[src/rtl/useq_pkg.sv]
package useq_pkg;

    typedef enum logic [1:0] {
        PROG_EMPTY0   = 2'd0,
        PROG_SAVE_ALL = 2'd1,
        PROG_LOAD_ALL = 2'd2,
        PROG_EMPTY3   = 2'd3
    } prog_e;

    localparam int NUM_SLOTS   = 7;
    localparam int PATTERN_W   = 32;

    // control line indices
    localparam int LN_SP_DEC   = 0;
    localparam int LN_SP_INC   = 1;
    localparam int LN_MEM_WR   = 2;
    localparam int LN_MEM_RD   = 3;
    localparam int LN_CELL_CLR = 4;
    localparam int LN_FETCH    = 5;
    localparam int LN_PC_INC   = 6;
    localparam int LN_RD_BASE  = 7;
    localparam int LN_WR_BASE  = LN_RD_BASE + NUM_SLOTS;
    localparam int NUM_LINES   = LN_WR_BASE + NUM_SLOTS;

    // +1: issued one tick late, -1: one tick early, 0: on time
    function automatic int line_skew(input int ln);
        if (ln == LN_SP_DEC || ln == LN_SP_INC) return 1;
        if (ln == LN_CELL_CLR) return -1;
        return 0;
    endfunction

    function automatic logic [PATTERN_W-1:0] line_pattern(input prog_e p, input int ln);
        logic [PATTERN_W-1:0] m;
        m = '0;
        case (p)
            PROG_SAVE_ALL: begin
                if (ln == LN_SP_DEC)   m = 32'h0000_1555;
                if (ln == LN_MEM_WR)   m = 32'h0000_7FFE;
                if (ln == LN_CELL_CLR) m = 32'h0000_5554;
                if (ln == LN_FETCH)    m = 32'h0000_0200;
                if (ln == LN_PC_INC)   m = 32'h0000_0200;
                if (ln >= LN_RD_BASE && ln < LN_RD_BASE + NUM_SLOTS)
                    m = 32'd1 << (2 * (ln - LN_RD_BASE) + 2);
            end
            PROG_LOAD_ALL: begin
                if (ln == LN_MEM_RD)   m = 32'h0000_007F;
                if (ln == LN_SP_INC)   m = 32'h0000_007F;
                if (ln == LN_FETCH)    m = 32'h0000_0100;
                if (ln == LN_PC_INC)   m = 32'h0000_0100;
                if (ln >= LN_WR_BASE && ln < LN_WR_BASE + NUM_SLOTS)
                    m = 32'd1 << (NUM_SLOTS - (ln - LN_WR_BASE));
            end
            default: m = '0;
        endcase
        return m;
    endfunction

endpackage

[src/rtl/useq_pattern_rom.sv]
module useq_pattern_rom
    import useq_pkg::*;
#(
    parameter int MASK_W = 32
) (
    input  logic [1:0]                            prog_i,
    output logic [NUM_LINES-1:0][MASK_W-1:0]      masks_o
);

    prog_e prog_sel;
    assign prog_sel = prog_e'(prog_i);

    for (genvar g = 0; g < NUM_LINES; g++) begin : g_line
        assign masks_o[g] = MASK_W'(line_pattern(prog_sel, g));
    end

endmodule

[src/rtl/useq_lane.sv]
module useq_lane #(
    parameter int MASK_W = 32,
    parameter int SKEW   = 0
) (
    input  logic              clk,
    input  logic              rst_n,
    input  logic              load_i,
    input  logic [MASK_W-1:0] mask_i,
    output logic              strobe_o,
    output logic              pending_o
);

    // an early lane has already issued bit 0 of its shifted pattern
    localparam logic [MASK_W-1:0] PEND_MASK =
        (SKEW < 0) ? {{(MASK_W-1){1'b1}}, 1'b0} : {MASK_W{1'b1}};

    typedef struct packed {
        logic [MASK_W-1:0] sh;
        logic              dl;
    } lane_s;

    lane_s st_d, st_q;

    always_comb begin
        st_d = st_q;
        if (load_i) st_d.sh = mask_i;
        else        st_d.sh = st_q.sh >> 1;
        st_d.dl = (SKEW > 0) ? st_q.sh[0] : 1'b0;
    end

    always_ff @(posedge clk or negedge rst_n) begin
        if (!rst_n) st_q <= '0;
        else        st_q <= st_d;
    end

    if (SKEW > 0) begin : g_late
        assign strobe_o = st_q.dl;
    end else if (SKEW < 0) begin : g_early
        assign strobe_o = st_q.sh[1];
    end else begin : g_ontime
        assign strobe_o = st_q.sh[0];
    end

    assign pending_o = (|(st_q.sh & PEND_MASK)) | st_q.dl;

endmodule

[src/rtl/ucode_strobe_seq.sv]
module ucode_strobe_seq
    import useq_pkg::*;
#(
    parameter int MASK_W = 32
) (
    input  logic       clk,
    input  logic       rst_n,
    input  logic       start_i,
    input  logic [1:0] prog_i,
    output logic       busy_o,
    output logic       sp_dec_o,
    output logic       sp_inc_o,
    output logic       mem_wr_o,
    output logic       mem_rd_o,
    output logic       cell_clr_o,
    output logic       fetch_o,
    output logic       pc_inc_o,
    output logic [6:0] rd_sel_o,
    output logic [6:0] wr_sel_o
);

    logic [NUM_LINES-1:0][MASK_W-1:0] masks;
    logic [NUM_LINES-1:0]             strobes;
    logic [NUM_LINES-1:0]             pend;
    logic                             load;

    useq_pattern_rom #(.MASK_W(MASK_W)) i_rom (
        .prog_i  (prog_i),
        .masks_o (masks)
    );

    assign load = start_i & ~busy_o;

    for (genvar g = 0; g < NUM_LINES; g++) begin : g_lane
        useq_lane #(.MASK_W(MASK_W), .SKEW(line_skew(g))) i_lane (
            .clk       (clk),
            .rst_n     (rst_n),
            .load_i    (load),
            .mask_i    (masks[g]),
            .strobe_o  (strobes[g]),
            .pending_o (pend[g])
        );
    end

    assign busy_o     = |pend;
    assign sp_dec_o   = strobes[LN_SP_DEC];
    assign sp_inc_o   = strobes[LN_SP_INC];
    assign mem_wr_o   = strobes[LN_MEM_WR];
    assign mem_rd_o   = strobes[LN_MEM_RD];
    assign cell_clr_o = strobes[LN_CELL_CLR];
    assign fetch_o    = strobes[LN_FETCH];
    assign pc_inc_o   = strobes[LN_PC_INC];
    assign rd_sel_o   = strobes[LN_RD_BASE +: NUM_SLOTS];
    assign wr_sel_o   = strobes[LN_WR_BASE +: NUM_SLOTS];

endmodule

[config.mk]
export PLATFORM = sky130hd
export DESIGN_NAME = ucode_strobe_seq
export DESIGN_NICKNAME = d
export VERILOG_FILES = /design/src/rtl/useq_pkg.sv /design/src/rtl/useq_pattern_rom.sv /design/src/rtl/useq_lane.sv /design/src/rtl/ucode_strobe_seq.sv
export SDC_FILE = /design/constraint.sdc
export NUM_CORES = 1
export LEC_CHECK = 0
export BUFFER_PORTS_ARGS = -buffer_cell sky130_fd_sc_hd__buf_4
export CAP_MARGIN = 25
export CORE_AREA = 2 2 46 91
export CTS_BUF_LIST = sky130_fd_sc_hd__clkbuf_4 sky130_fd_sc_hd__clkbuf_8
export CTS_CLUSTER_DIAMETER = 30
export DETAILED_ROUTE_END_ITERATION = 16
export DIE_AREA = 0 0 48 93
export PLACE_DENSITY = 0.84
export SLEW_MARGIN = 20
export SYNTH_ARGS = -nofsm -noshare
export SYNTH_HDL_FRONTEND = slang
export SYNTH_SLANG_ARGS = --single-unit
[constraint.sdc]
create_clock -name clk -period 3.8 [get_ports clk]
set_input_delay 0.76 -clock clk [delete_from_list [all_inputs] [get_ports clk]]
set_output_delay 0.76 -clock clk [all_outputs]
set_load 0.01 [all_outputs]
==> flow_summary.yaml, run 1 <==
worst_setup_path:
  crit_required_ns: 3.04
  slowest_delay_ns: 0.75
  worstSetupStartpointType: "register"
  endpoint_kind: "output pin"
  arrival_ns: 2.41
  crit_path_cell_trace: "or4_1, or4_4, or2_1, buf_4"
  slowest_stage: "or4_4"
  critical_path.max_fanout: 29
  crit_type: "reg -> out"
timing:
  relSlewSlack_pct: 37.1
  hold_viol: 0
  min_period_over_period_pct: 83.5
  clock_skew_ns: 0.00582
  finalSetupViolations: 0
  final.setup.tns_ns: 0
  tightest_slew_ns: 0.941
  rsz0062_at_grt: "no"
  setup_slack_ns: 0.625
  min_period_ns: 3.17
  drv_slew: 0
  fmax_mhz: 315
synth:
  ys_seq_elements: 66
  yosysWarnings: 0
  synthCells: 181
  synth.avg_cell_area_sq_um: 13.0
  ys_seq_area_share_pct: 70.1
  synth_top_area_share_pct: 70.1
  ys_types: 15
  synthTopCellsByArea: "dfrtp_1 70%, clkbuf_1 6.1%, o21bai_1 5.1%"
  synth_nets: 186
  synth_largest_area_cell: "dfrtp_1"
  synth_area_sq_mm: 0.00236
floorplanning:
  dieArea_sq_mm: 0.00446
  io_pins: 27
  initial_core_util_pct: 62.0
  core_sq_mm: 0.00380
  die_w_um: 48
  die_h_um: 93
  fp-row-count: 32
detailed_routing:
  dr_wl_met2_um: 2090
  drt_iter0_markers: 17
  drt-total-wl_um: 3750
  drt_pass1_iterations: 4
  wl_met1_um: 1530
  wl_per_cell_um: 17.2
  avgViaCountPerCell: 5.40
  top_layer_used: "met4"
  dr_wl_met3_um: 98
  via_count: 1178
  ant_nets: 0
  drcViolationCount: 0
clock_network:
  numCtsBuffers: 9
  cts_tree: "built"
  clk_latency_ns: 0.32
  clk_pin_slew_ns: 0.06
  ctsLongestPathBuffers: 2
  clockRootBuffer: "clkbuf_8"
  clock_sinks: 66
  cts_resized: 0
  h-tree-depth: 3
  cts_setup_buffers: 0
  hold_buffers: 0
global_route:
  track_usage_pct: 19.8
  grt_pass1_vias: 1213
  grt_pass1_wl_um: 5910
  antenna_found_initial: 0
  gr-total-overflow: 0
  grt_max_degree: 67
layout:
  final_cell_mix: "66 x dfrtp_1, 26 x buf_4, 16 x o21bai_1, 11 x nor4_1"
  diodes: 0
  layout-drive-gt1-share_pct: 31.7
  post-route-util_pct: 67.3
  layout_commonest_cell: "dfrtp_1"
  fillers: 259
  nNetsFinal: 167
  synthToLayoutAreaGrowth_pct: 8.65
place:
  io_buffers: 26
  place_congestion: 0.861
  dp_hpwl_um: 2520
  preCtsSetupSlack_ns: 0.975
outcome:
  status: "complete, no violations"
pwr:
  powerDensity_mw_per_mm2: 971
  p_leak_nw: 1.35
  peakVddDrop_v: 0.000747
job:
  cap_violations: 0
worst_hold_path:
  hp-class: "reg -> reg"
[flip-flops by register name (all words and copies together) (netlist names)]
name	flops
g_lane.i_lane.st_d	1
g_lane.i_lane.st_q	58
g_lane.i_lane.strobe_o	7
[Yosys cell counts]
library cell	number
buf_2	1
buf_4	15
buf_6	2
clkbuf_1	38
dfrtp_1	66
nand2_1	3
nand3_1	2
nand4_1	3
nor2_1	7
nor4_1	11
o21bai_1	16
o21bai_2	10
or2_1	1
or4_1	5
or4_4	1
[worst paths after layout]
check	start	end	slack, ns	cells after the start
worst max-delay path	g_lane[13].i_lane.st_q[2]	busy_o	0.63	4
worst min-delay path	g_lane[6].i_lane.st_q[2]	g_lane[6].i_lane.strobe_o	0.37	0
worst max register to register	g_lane[13].i_lane.st_q[13]	g_lane[4].i_lane.st_q[11]	1.44	4
worst min register to register	g_lane[6].i_lane.st_q[2]	g_lane[6].i_lane.strobe_o	0.37	0
max in group asynchronous	rst_n	g_lane[2].i_lane.st_q[3]	2.77	1
min in group asynchronous	rst_n	g_lane[2].i_lane.st_q[7]	0.52	1
[worst max-delay path, delay by kind of cell, from the launching register on]
| family | cells | cell delay, ns |
|---|---|---|
| flops | 1 | 0.38 |
| buf+inv | 1 | 0.14 |
| simple gates | 3 | 1.57 |
[power breakdown]
part,internal (mW),switching [mW]
sequential,0.902,0.121
combinational,0.315,0.504
clock,0.417,0.227
[layout make-up]
class                      count  area (sq um)  area share (%)
tap                           51          63.8            2.49
multi-input combinational     59           423            16.5
timing repair buffer          26           195            7.62
clock inverter                 2          60.1            2.34
clock buffer                  14           168            6.55
sequential                    66          1650            64.5
[metrics by stage]
step                      cell area (sq um)  cells  total power, mW  hold WS, ns
final                                  2560    218             2.49        0.374
after global placement                 2330    202             1.81        0.351
after floorplan                        2360    181             1.76        0.373
after detailed placement               2330    202             1.85        0.358
after CTS                              2560    218             2.51        0.374
after global routing                   2560    218             2.65        0.385
[per-layer routing]
metal | global-route usage [%] | vias up
met5 | 0 | -
met4 | 9.46 | 0
met3 | 6.95 | 4
met2 | 29.8 | 27
met1 | 24.5 | 612
li1 | - | 535
[cell families (layout without fill, tap and decap cells)]
logic type             Yosys count  after routing  synth area share (%)
AND/OR/NAND/NOR                 33             33                  8.07
buffers and inverters           56             42                  12.0
flip-flops                      66             66                  70.1
AO/OA/AOI/OAI                   26             26                  9.87
Note: power is estimated with default switching activity, not from simulation.
==> inputs of run 2 (changes only) <==
CORE_AREA = 2 2 48 95   (was 2 2 46 91)
DIE_AREA = 0 0 50 97   (was 0 0 48 93)
PLACE_DENSITY = 0.78   (was 0.84)
clock period = 3.2 ns   (was 3.8 ns; I/O delays follow)
==> flow_summary.yaml, run 2 (same netlist as run 1, synthesis figures left out) <==
clock_network:
  numCtsBuffers: 9
  hold_buffers: 0
  clk_latency_ns: 0.34
  clk_pin_slew_ns: 0.07
  cts_tree: "built"
  ctsLongestPathBuffers: 2
  h-tree-depth: 3
  cts_setup_buffers: 0
  cts_resized: 0
  clockRootBuffer: "clkbuf_8"
  clock_sinks: 66
pwr:
  powerDensity_mw_per_mm2: 1140
  internal_power_mw: 1.84
  pwr-share-seq_pct: 42.0
  swShare_pct: 36.6
  comb_power_share_pct: 35.7
  p_leak_nw: 1.34
  clkPwrFrac_pct: 22.3
  peakVddDrop_v: 0.000844
  p_sw_mw: 1.06
worst_setup_path:
  rr_worst_depth: 5
  crit_required_ns: 2.56
  endpoint_kind: "output pin"
  worstReg2RegStart: "g_lane[14].i_lane.strobe_o"
  crit_type: "reg -> out"
  r2r_end: "g_lane[2].i_lane.st_q[3]"
  arrival_ns: 2.21
  worstSetupStartpointType: "register"
  crit_start: "g_lane[14].i_lane.strobe_o"
  endpoint: "busy_o"
  critical_path.max_fanout: 2
  rrSetupSlack_ns: 1.15
layout:
  synthToLayoutAreaGrowth_pct: 7.70
  nNetsFinal: 169
  largest_reg_flops: 58
  post-route-util_pct: 62.1
  diodes: 0
  layout_commonest_cell: "dfrtp_1"
  layout-drive-gt1-share_pct: 32.1
  fillers: 299
  final_cell_mix: "66 x dfrtp_1, 28 x buf_4, 16 x o21bai_1, 13 x clkbuf_8, 11 x nor4_1"
  largest-register: "g_lane.i_lane.st_q"
  stdcell_count: 220
global_route:
  grt_pass1_vias: 1294
  antenna_found_initial: 0
  grt_pass1_wl_um: 6630
  grt_max_degree: 67
  track_usage_pct: 19.3
  gr-total-overflow: 0
place:
  io_buffers: 26
  placed_cells: 205
  dp_hpwl_um: 2650
  place_congestion: 0.785
floorplanning:
  io_pins: 27
  initial_core_util_pct: 57.7
  die_w_um: 50
  dieArea_sq_mm: 0.00485
  die_h_um: 97
  core_sq_mm: 0.00409
  fp-row-count: 33
timing:
  finalSetupViolations: 0
  rsz0062_at_grt: "no"
  drv_slew: 0
  min_period_ns: 2.85
  relSlewSlack_pct: 48.0
  clock_skew_ns: 0.00581
  hold_viol: 0
  min_period_over_period_pct: 89.1
  tightest_slew_ns: 0.780
  fmax_mhz: 351
  final.setup.tns_ns: 0
  whs_ns: 0.369
outcome:
  status: "complete, no violations"
detailed_routing:
  ant_nets: 0
  drt_iter0_markers: 26
  avgViaCountPerCell: 5.45
  wl_per_cell_um: 18.1
  drcViolationCount: 0
  drt_pass1_iterations: 4
  drt-total-wl_um: 3970
  via_count: 1199
worst_hold_path:
  hp-class: "in -> async"
job:
  cap_violations: 0
==> run 2: cell count changes in the layout (fill, tap and decap cells not counted) <==
cell       before  now
buf_4          26   28
bufinv_16       2    0
clkbuf_4        4    0
clkbuf_8       10   13
clkinv_2        0    2
==> run 2: per-layer routing <==
metal  wire (um)  up-vias  GRT usage, %
met2        2190       25          30.4
li1            -      532             -
met4         119        0          12.6
met1        1540      630          22.6
met5           0        -             0
met3         125       12          5.09
==> run 2: worst min-delay path by stage <==
stage                                             to                       start  slack [ns]  cells past startpoint
after global routing       g_lane[13].i_lane.st_q[9]  g_lane[13].i_lane.st_q[10]        0.39                      0
after global placement    g_lane[13].i_lane.strobe_o   g_lane[13].i_lane.st_q[2]        0.35                      0
final                     g_lane[13].i_lane.st_q[12]                       rst_n        0.37                      1
after detailed placement  g_lane[13].i_lane.strobe_o   g_lane[13].i_lane.st_q[2]        0.36                      0
after floorplan            g_lane[0].i_lane.strobe_o                       rst_n        0.34                      0
after CTS                 g_lane[13].i_lane.strobe_o   g_lane[13].i_lane.st_q[2]        0.37                      0
==> run 2: power groups by stage <==
stage / registers (mW) / logic [mW] / clock network, mW
3_3_place_gp: 1.22 / 0.993 / 0
2_1_floorplan: 1.18 / 0.904 / 0
3_5_place_dp: 1.23 / 1.03 / 0
6_report: 1.22 / 1.03 / 0.646
5_1_grt: 1.24 / 1.11 / 0.695
4_1_cts: 1.22 / 1.04 / 0.660
==> run 2: layout make-up <==
| cell class | count | area [sq um] | share of cell area [%] |
|---|---|---|---|
| well taps | 52 | 65.1 | 2.56 |
| flip-flops and latches | 66 | 1650 | 65.1 |
| clock inverters | 2 | 10.0 | 0.394 |
| clock buffers | 13 | 179 | 7.05 |
| multi-input cells | 59 | 423 | 16.7 |
| repair buffers | 28 | 210 | 8.28 |
==> run 2: stage by stage <==
step	area (sq um)	power, mW	worst slack, ns
detailed placement	2350	2.26	0.669
global route	2540	3.05	0.292
global placement	2350	2.21	0.715
finish	2540	2.90	0.349
floorplan	2360	2.09	0.783
CTS	2540	2.92	0.298
==> run 2: critical path: stages (launching register included) <==
cell,delay [ns]
dfrtp_1,0.39
nor4_1,0.42
nand4_1,0.16
or4_4,0.52
or2_1,0.24
buf_4,0.15
==> inputs of run 3 (changes only) <==
CELL_PAD_IN_SITES_DETAIL_PLACEMENT = 2   (was unset)
CELL_PAD_IN_SITES_GLOBAL_PLACEMENT = 2   (was unset)
CORE_AREA = 2 2 183 365   (was 2 2 48 95)
DIE_AREA = 0 0 185 367   (was 0 0 50 97)
PLACE_DENSITY = unset   (was 0.78)
PLACE_DENSITY_LB_ADDON = 0.1   (was unset)
SYNTH_HIERARCHICAL = 1   (was unset)
==> flow_summary.yaml, run 3 <==
timing:
  hold_viol: 0
  fmax_mhz: 250
  tightest_slew_ns: 0.984
  finalSetupViolations: 651
  relSlewSlack_pct: 34.4
  drv_slew: 0
  clock_skew_ns: 0.0330
  whs_ns: 0.414
  min_period_over_period_pct: 125
  setup_slack_ns: -0.793
  rsz0062_at_grt: "yes"
  min_period_ns: 3.99
layout:
  design_area_sq_mm: 0.0366
  layout_commonest_cell: "dfrtp_1"
  layout-drive-gt1-share_pct: 38.5
  largest-register: "g_lane.i_lane/st_q"
  synthToLayoutAreaGrowth_pct: 15.4
  final_cell_mix: "673 x dfrtp_1, 611 x conb_1, 296 x mux2_4, 258 x mux2_2, 135 x clkbuf_8"
  nNetsFinal: 2513
  largest_reg_flops: 650
worst_setup_path:
  worstSetupStartpointType: "register"
  crit_required_ns: 2.56
  crit_family: "simple AND/OR/NAND/NOR gates"
  cp_num_buf_inv: 2
  crit_path_cell_trace: "nor4_1, nand4_1, or3_1, nor4_4, nand4_1, buf_6, or3_4, buf_6"
  critical_path.max_fanout: 2
  arrival_ns: 3.35
  slowest_stage: "or3_1"
  slowest_delay_ns: 0.45
  crit_type: "reg -> out"
  endpoint_kind: "output pin"
pwr:
  pwr-share-seq_pct: 45.4
  clkPwrFrac_pct: 47.7
  p_sw_mw: 4.96
  internal_power_mw: 15.3
  swShare_pct: 24.5
  peakVddDrop_v: 0.000342
  powerDensity_mw_per_mm2: 554
  comb_power_share_pct: 6.9
  p_leak_nw: 18.6
place:
  dp_hpwl_um: 35100
  placed_area_sq_mm: 0.0308
  io_buffers: 26
  place_congestion: 0.691
clock_network:
  ctsLongestPathBuffers: 3
  clock_sinks: 673
  clk_latency_ns: 0.76
  cts_tree: "built"
  clockRootBuffer: "clkbuf_8"
  h-tree-depth: 3
  numCtsBuffers: 115
  clk_pin_slew_ns: 0.07
detailed_routing:
  drt_iter0_markers: 596
  drcViolationCount: 0
  wl_per_cell_um: 22.6
  avgViaCountPerCell: 4.69
  drt_pass1_iterations: 4
  via_count: 16334
  drt-total-wl_um: 78500
  ant_nets: 0
outcome:
  violations: "setup timing"
  status: "finished, violations left"
floorplanning:
  core_sq_mm: 0.0652
  initial_core_util_pct: 48.7
  io_pins: 27
  fp-row-count: 133
  die_h_um: 367
  die_w_um: 185
  dieArea_sq_mm: 0.0679
global_route:
  grt_max_degree: 79
  grt_pass1_vias: 18425
  gr-total-overflow: 0
  track_usage_pct: 17.6
  grt_pass1_wl_um: 95200
  antenna_found_initial: 4
job:
  cap_violations: 0
synth:
  yosysWarnings: 6
  synth_area_sq_mm: 0.0317
  synthCells: 2341
  synth.avg_cell_area_sq_um: 13.6
worst_hold_path:
  hp-class: "reg -> reg"
==> run 3: routing by layer <==
metal  GRT usage, %  vias up  wire (um)
li1               -     7268          -
met3           3.42      140       2010
met5              0        -          0
met4           6.07        0       2320
met2           31.7      211      43900
met1           20.8     8715      30300
==> run 3: cell type report <==
class	count	area [sq um]
fill	6021	28600
antenna	3	7.51
sequential	673	16800
tap	877	1100
timing repair buffer	192	3100
clock buffer	161	2050
multi-input combinational	1526	12700
clock inverter	48	772
==> run 3: final timing paths <==
kind / slack [ns] / cells after the start / to / start
worst min register to register: 0.41 / 0 / g_lane[0].i_lane/strobe_o / g_lane[0].i_lane/st_d[0]
min in group asynchronous: 0.46 / 2 / g_lane[11].i_lane/st_q[23] / rst_n
worst max register to register: -0.56 / 13 / g_lane[17].i_lane/st_q[29] / g_lane[0].i_lane/st_q[29]
worst max-delay path: -0.79 / 8 / busy_o / g_lane[0].i_lane/st_q[29]
max in group asynchronous: 1.82 / 3 / g_lane[20].i_lane/st_q[12] / rst_n
worst min-delay path: 0.41 / 0 / g_lane[0].i_lane/strobe_o / g_lane[0].i_lane/st_d[0]
==> run 3: repair_timing <==
| item | 4_1_cts | 5_1_grt |
|---|---|---|
| pin swaps | 11 | 7 |
| endpoints found under the setup margin | 651 | 637 |
| endpoints found under the hold margin | 48 | 0 |
| setup buffers | 2 | 26 |
| hold buffers | 1 | 0 |
| gates resized for setup | 43 | 309 |
| gates cloned | 0 | 49 |
==> run 3: stage by stage <==
| stage | utilization [%] | TNS (ns) | total power, mW | setup WS (ns) | instances |
|---|---|---|---|---|---|
| floorplan | - | -2.09 | 10.4 | -0.0379 | 2951 |
| global placement | 47.3 | -245.64 | 10.3 | -0.444 | 3190 |
| detailed placement | 47.3 | -248.58 | 10.4 | -0.451 | 3190 |
| CTS | 52.0 | -0.644 | 20.1 | -0.644 | 3402 |
| global route | 56.1 | -387.32 | 21.1 | -0.985 | 3480 |
| finish | 56.1 | -273.22 | 20.3 | -0.793 | 3480 |
==> run 3: worst register-to-register path: cells and delay by family (launching register included) <==
kind | cells | cell delay, ns
buffers and inverters | 6 | 1.01
DFF | 1 | 0.41
and+or+nand+nor | 6 | 1.83
muxes | 1 | 0.37
==> run 3: power by group through the flow <==
stage / logic [mW] / clock network, mW / registers, mW
2_1_floorplan: 1.23 / 0 / 9.19
3_3_place_gp: 1.09 / 0 / 9.26
3_5_place_dp: 1.12 / 0 / 9.27
4_1_cts: 1.19 / 9.78 / 9.15
5_1_grt: 1.55 / 10.3 / 9.23
6_report: 1.40 / 9.67 / 9.19
